--- src/rtl/wsb_pkg.sv ---
package wsb_pkg;

  // Position of the most significant 1 (0 when the vector is zero).
  function automatic int unsigned top_bit(input logic [31:0] v);
    int unsigned r;
    r = 0;
    for (int i = 0; i < 32; i++) begin
      if (v[i]) r = i;
    end
    return r;
  endfunction

  // Smallest k with 2**k strictly greater than the highest-one index.
  function automatic int unsigned bank_for(input int unsigned idx);
    int unsigned r;
    r = 31;
    for (int k = 30; k >= 0; k--) begin
      if ((32'd1 << k) > idx) r = k;
    end
    return r;
  endfunction

  // Bit offset of bank k inside the packed contents vector.
  function automatic int unsigned bank_lo(input int unsigned k);
    return (32'd1 << k) - 32'd1;
  endfunction

endpackage

--- src/rtl/wsb_adder.sv ---
module wsb_adder #(
  parameter int W = 8
) (
  input  logic [W-1:0] a,
  input  logic [W-1:0] b,
  output logic [W-1:0] sum
);
  logic [W:0] full;
  always_comb begin
    full = {1'b0, a} + {1'b0, b};
    sum  = full[W-1:0];
  end
endmodule

--- src/rtl/wsb_lod.sv ---
module wsb_lod #(
  parameter int W  = 8,
  parameter int IW = 3
) (
  input  logic [W-1:0]  v,
  output logic [IW-1:0] idx
);
  import wsb_pkg::*;
  always_comb idx = IW'(top_bit(32'(v)));
endmodule

--- src/rtl/wsb_bank_sel.sv ---
module wsb_bank_sel #(
  parameter int NB = 4,
  parameter int IW = 3
) (
  input  logic          valid,
  input  logic [IW-1:0] idx,
  output logic [NB-1:0] sel
);
  import wsb_pkg::*;
  int unsigned k;
  always_comb begin
    k   = bank_for(32'(idx));
    sel = valid ? (NB'(1) << k) : '0;
  end
endmodule

--- src/rtl/wsb_bank.sv ---
module wsb_bank #(
  parameter int W = 1
) (
  input  logic         clk,
  input  logic         rst,
  input  logic         we,
  input  logic [W-1:0] d,
  output logic [W-1:0] q
);
  always_ff @(posedge clk) begin
    if (rst)     q <= '0;
    else if (we) q <= d;
  end
endmodule

--- src/rtl/wsb_top.sv ---
module wsb_top #(
  parameter int NB = 4
) (
  input  logic                      clk,
  input  logic                      rst,
  input  logic                      in_valid,
  input  logic [(1<<(NB-1))-1:0]    opnd_a,
  input  logic [(1<<(NB-1))-1:0]    opnd_b,
  output logic [(1<<(NB-1))-1:0]    sum_q,
  output logic [$clog2(1<<(NB-1))-1:0] msb_idx,
  output logic [NB-1:0]             bank_sel,
  output logic [(1<<NB)-2:0]        bank_data
);
  localparam int SUM_W = 1 << (NB - 1);
  localparam int IW    = $clog2(SUM_W);

  // Named internal events, observed by the bound checker
  logic [SUM_W-1:0] sum_n;
  logic [IW-1:0]    idx_n;
  logic [NB-1:0]    sel_n;

  wsb_adder #(.W(SUM_W)) u_add (
    .a(opnd_a), .b(opnd_b), .sum(sum_n)
  );

  wsb_lod #(.W(SUM_W), .IW(IW)) u_lod (
    .v(sum_n), .idx(idx_n)
  );

  wsb_bank_sel #(.NB(NB), .IW(IW)) u_sel (
    .valid(in_valid), .idx(idx_n), .sel(sel_n)
  );

  always_ff @(posedge clk) begin
    if (rst) begin
      sum_q    <= '0;
      msb_idx  <= '0;
      bank_sel <= '0;
    end else begin
      sum_q    <= sum_n;
      msb_idx  <= idx_n;
      bank_sel <= sel_n;
    end
  end

  for (genvar k = 0; k < NB; k++) begin : g_bank
    localparam int BW = 1 << k;
    localparam int LO = BW - 1;
    wsb_bank #(.W(BW)) u_bank (
      .clk(clk),
      .rst(rst),
      .we(sel_n[k]),
      .d(sum_n[BW-1:0]),
      .q(bank_data[LO +: BW])
    );
  end
endmodule

--- config.mk ---
export PLATFORM = sky130hd
export DESIGN_NAME = wsb_top
export DESIGN_NICKNAME = d
export VERILOG_FILES = /design/src/rtl/wsb_pkg.sv /design/src/rtl/wsb_adder.sv /design/src/rtl/wsb_lod.sv /design/src/rtl/wsb_bank_sel.sv /design/src/rtl/wsb_bank.sv /design/src/rtl/wsb_top.sv
export SDC_FILE = /design/constraint.sdc
export NUM_CORES = 1
export LEC_CHECK = 0
export ABC_AREA = 0
export BUFFER_PORTS_ARGS = -buffer_cell sky130_fd_sc_hd__buf_4
export CORE_AREA = 10 10 68 70
export DETAILED_ROUTE_END_ITERATION = 10
export DIE_AREA = 0 0 78 80
export GPL_TIMING_DRIVEN = 0
export PLACE_DENSITY_LB_ADDON = 0.1
export SLEW_MARGIN = 40
export SYNTH_ARGS = -nofsm -noshare
export SYNTH_HDL_FRONTEND = slang
export SYNTH_SLANG_ARGS = --single-unit
--- constraint.sdc ---
create_clock -name clk -period 3.5 [get_ports clk]
set_input_delay 0.7 -clock clk [delete_from_list [all_inputs] [get_ports clk]]
set_output_delay 0.7 -clock clk [all_outputs]
set_load 0.05 [all_outputs]
### Word-level counts from Yosys, hierarchy flattened

Cells that the tools add are included.

* register bits after elaboration: 30

* magnitude comparators: 3
* $add $sub $neg: 1
* shifts and indexed selects: 1
* mux-type cells: 11

Operator list (number)
* $mux 3: 4
* $add 8x8->8: 1
* $mux 2: 4
* $mux 4: 1
* $shl 1x2->4 const A: 1
* $gt 1x3->1 const A: 1
* $gt 2x3->1 const A: 1
* $gt 3x3->1 const A: 1
* $mux 1: 2

### Depth between registers and ports, before layout

* word-level depth: 14
* depth in mapped cells: 9

### Cells and area by module

Synthesis repeated with hierarchy kept, for this count alone.

* cells, all modules: 134
* area total of the unflattened synthesis: 1357.6 um^2

Modules (own cells, without submodules)
* wsb_top: sequential area each 300.3 um^2, cells an instance 31, area each 432.9 um^2, times used 1
* wsb_adder: sequential area each 0.0 um^2, cells an instance 41, area each 310.3 um^2, times used 1
* wsb_bank (g_bank[3].u_bank): sequential area each 160.2 um^2, cells an instance 26, area each 285.3 um^2, times used 1
* wsb_bank (g_bank[2].u_bank): sequential area each 80.1 um^2, cells an instance 13, area each 140.1 um^2, times used 1
* wsb_bank (g_bank[1].u_bank): sequential area each 40.0 um^2, cells an instance 6, area each 67.6 um^2, times used 1
* wsb_lod: sequential area each 0.0 um^2, cells an instance 10, area each 45.0 um^2, times used 1
* wsb_bank_sel: sequential area each 0.0 um^2, cells an instance 4, area each 42.5 um^2, times used 1
* wsb_bank (g_bank[0].u_bank): sequential area each 20.0 um^2, cells an instance 3, area each 33.8 um^2, times used 1

### Worst setup path before layout

OpenSTA, ideal clock, no wires.

* kind: input to register
* start point: in opnd_a[0]
* end point: reg g_bank[3].u_bank.q[5]
* data arrival time: 2.870 ns
* path slack: 0.509 ns
* stages: 8
* library setup time: 0.121 ns
* cell sequence: ha_1 -> inv_1 -> fa_1 -> nor2b_4 -> o31a_1 -> o211ai_2 -> o41ai_4 -> mux2_2

* longest elaborated chain between the ends: 14

Ends and longest elaborated chain
* from (decl): line wsb_top.sv:7 `input logic [(1<<(NB-1))-1:0] opnd_a,`
* $add 8x8->8 (*): line wsb_adder.sv:10 `full = {1'b0, a} + {1'b0, b};`
* $mux 1: line wsb_pkg.sv:8 `if (v[i]) r = i;`
* $mux 2 (2 in series): line wsb_pkg.sv:8
* $mux 3 (4 in series): line wsb_pkg.sv:8
* $gt 3x3->1: line wsb_pkg.sv:18 `if ((32'd1 << k) > idx) r = k;`
* $mux 1: line wsb_pkg.sv:18
* $mux 2 (2 in series): line wsb_pkg.sv:18
* $shl 1x2->4: line wsb_bank_sel.sv:13 `sel = valid ? (NB'(1) << k) : '0;`
* $mux 4: line wsb_bank_sel.sv:13
* to (signal assigned): line wsb_bank.sv:11 `if (rst) q <= '0;`
* to (signal assigned): line wsb_bank.sv:12 `else if (we) q <= d;`
* to (decl): line wsb_bank.sv:8 `output logic [W-1:0] q`

Mark *: on every way between the ends. The rest lies on a longest branch, timed or not.
A chain may end at the register's enable or synchronous reset.

### Worst setup path in the final report

Same ends and word-level chain as after synthesis.

==> metrics.cfg <==
[status]
status=completed

[cts]
clk_pin_slew_ns=0.09
htree_levels=2
ctsHoldBuffers=0
clk_latency_ns=0.33
ctsRootBufferMaster=clkbuf_4
tritoncts=yes
cts_sinks=30
clk_path_buf_depth=2
cts_buffers=5
cts_resized=0
cts_setup_buffers=0

[floorplanning]
io_pins=49
die_x_um=78
initial_utilization_pct=43.0
core_um2=3280
std_cell_rows=21
die_y_um=80
die-area_um2=6240

[grt]
grt_pass1_vias=1187
track_usage_pct=11.3
grtUsageMet1_pct=12.0
grt-busiest-layer=met2
gr-usage-met2_pct=17.7
grtUsageMet3_pct=7.21
grt_max_degree=11
grt_pass1_wl_mm=5.61
overflow=0
antenna_found_initial=0

[setup_path]
crit_type=in -> reg
crit_start=opnd_a[0]
critPathTopFamily=compound AO/OA/AOI/OAI gates
critPathArrivalTime_ns=3.22
cp.required_ns=3.72
cp_max_fo=9
cp_slowest_cell=o41ai_4
timing.rr.start=g_bank[3].u_bank.q[5]$_SDFFE_PP0P_
critPathLaunchType=input pin
cpPeakStageDelay_ns=0.77
cp_num_buf_inv=2
reg2reg_slack_ns=2.67
worstSetupEndpointType=flip-flop
worstPathCellList=buf_4 > ha_1 > inv_1 > fa_1 > nor2b_4 > o31a_1 > o211ai_2 > o41ai_4 > mux2_2

[yosys]
syn_area_per_cell_um2=10.1
synth.distinct_cells=39
yosys_warnings=0
yosysTopAreaCell=dfxtp_1
syn-instance-count=140
synth_top_cell_area_share_pct=42.6
netlist_area_um2=1410
syn_nets=167
synth.area.top_cells=dfxtp_1 (43%), ha_1 (6.2%), mux2i_1 (5.0%), nor2_1 (4.5%), mux2_2 (4.0%)
ys_ff_latch=30
ys_seq_area_share_pct=42.6

[cells_and_area]
final_layout_size_suffix_gt1_share_pct=34.4
final_util_pct=57.3
area_delta_synth_final_pct=33.3
nets=221
num_antenna_cells=0

[routing]
vias=1181
firstDrtPassIters=4
ant_nets=0
totalWireLength_mm=3.39
viasPerCell=4.90
first_iter_violations=49
remaining_drc_errors=0
wl_per_cell_um=14.1

[timing]
fin_crit_sh_pct=85.7
fmax_mhz=333
relSlewSlack_pct=53.3
finalSetupTns_ns=0
final-hold-violation-count=0
rsz0062_at_grt=false
finalSetupViolations=0
tightestPinTransition_ns=0.699
clock_skew_ns=0
timing.final.crit_period_ns=3.00
final-max-slew-violation-count=0

[power]
switching_share_pct=36.6
pwr-share-comb_pct=35.2
power_frac_clock_pct=23.1
ir_drop_uv=297
seq_power_share_pct=41.6
internal_power_w=0.000579
p_sw_w=0.000334
p_leak_nw=0.897
pwr_density_cell_nw_per_um2=485

[placed_design]
dp_hpwl_mm=2.72
port_buffers=47
gp_congestion=0.809

[worst_hold_path]
hold_path.class=reg -> reg
min-delay-start=g_bank[1].u_bank.q[1]$_SDFFE_PP0P_

[run]
cap_violations=0

## worst paths after layout
path	to	depth (start not counted)
max	g_bank[3].u_bank.q[5]$_SDFFE_PP0P_	9
min	g_bank[1].u_bank.q[1]$_SDFFE_PP0P_	2
max reg2reg	g_bank[3].u_bank.q[5]$_SDFFE_PP0P_	2
min reg2reg	g_bank[1].u_bank.q[1]$_SDFFE_PP0P_	2
## registers in the layout (all words and copies together) (netlist names)
name and count:
msb_idx 3, bank_sel 4, g_bank.u_bank.q 15, sum_q 8
## stage by stage
stage / power (W) / area, µm² / instances / setup slack [ns] / hold WS (ns)
2_1_floorplan: 0.000620 / 1410 / 140 / 0.509 / 0.453
3_3_place_gp: 0.000708 / 1820 / 233 / 0.201 / 0.440
3_5_place_dp: 0.000713 / 1820 / 233 / 0.144 / 0.445
4_1_cts: 0.000926 / 1880 / 241 / 0.496 / 0.465
5_1_grt: 0.000965 / 1880 / 241 / 0.405 / 0.489
6_report: 0.000913 / 1880 / 241 / 0.499 / 0.456
## metal layers
| layer | wire length (µm) | part of all wire, % |
|---|---|---|
| met5 | 0 | 0 |
| met1 | 1420 | 42 |
| met2 | 1570 | 46 |
| met4 | 46 | 1.4 |
| met3 | 359 | 11 |
## Yosys cell counts
master     n
dfxtp_1   30
nor2_1    17
a21oi_1    9
nor2b_1    9
ha_1       7
mux2i_1    7
inv_1      6
mux2_2     5
nand2b_1   5
clkbuf_1   4
nand2_1    4
xor2_1     3
a22oi_1    2
and2b_1    2
nand4_1    2
o211ai_2   2
o21ai_0    2
or3_1      2
xnor2_1    2
a211oi_1   1
a211oi_2   1
a21o_1     1
a22o_2     1
and3b_1    1
buf_4      1
fa_1       1
nand3_1    1
nand3b_1   1
nor2b_4    1
nor3_1     1
nor3b_1    1
nor4_4     1
o211a_1    1
o211ai_1   1
o21a_1     1
o311a_1    1
o311ai_1   1
o31a_1     1
o41ai_4    1
## power groups by stage
stage / Combinational [W] / Clock (W) / Sequential, W
after floorplan: 0.000132 / 0 / 0.000488
after global placement: 0.000320 / 0 / 0.000387
after detailed placement: 0.000324 / 0 / 0.000388
after CTS: 0.000325 / 0.000219 / 0.000381
after global routing: 0.000346 / 0.000235 / 0.000384
final: 0.000322 / 0.000211 / 0.000380
## cells by family (layout without fill, tap and decap cells)
group,Yosys count,in the layout,share of synthesized area [%]
simple gates,48,48,19.5
flops,30,30,42.6
compound gates,26,26,15.1
mux,12,12,8.95
buf+inv,11,66,3.19
fa+ha+maj,8,8,7.62
xor+xnor,5,5,3.10
## layout make-up
cell class,count,area (µm²)
multi-input combinational,99,766
inverter,6,22.5
tap,46,57.6
clock inverter,1,5.00
clock buffer,7,55.1
fill,316,1400
timing repair buffer,47,353
buffer,5,22.5
sequential,30,601
## worst register-to-register path, delay by kind of cell (launching register included)
kind | cells | cell delay, ns
flops | 1 | 0.32
simple gates | 1 | 0.12
mux | 1 | 0.27
## layout by cell type, fill, tap and decap left out, types with 2 or more instances in the layout
cell       n
o211ai_2   2
mux2_2     5
nand4_1    2
inv_1      6
a22oi_1    2
or3_1      2
ha_1       7
xnor2_1    2
a21oi_1    9
clkbuf_1   5
clkbuf_4   5
buf_4     48
nand2_1    4
nor2_1    17
and2b_1    2
mux2i_1    7
xor2_1     3
nand2b_1   5
nor2b_1    9
dfxtp_1   30
o21ai_0    2
No activity file was read; power rests on OpenSTA's default activity.
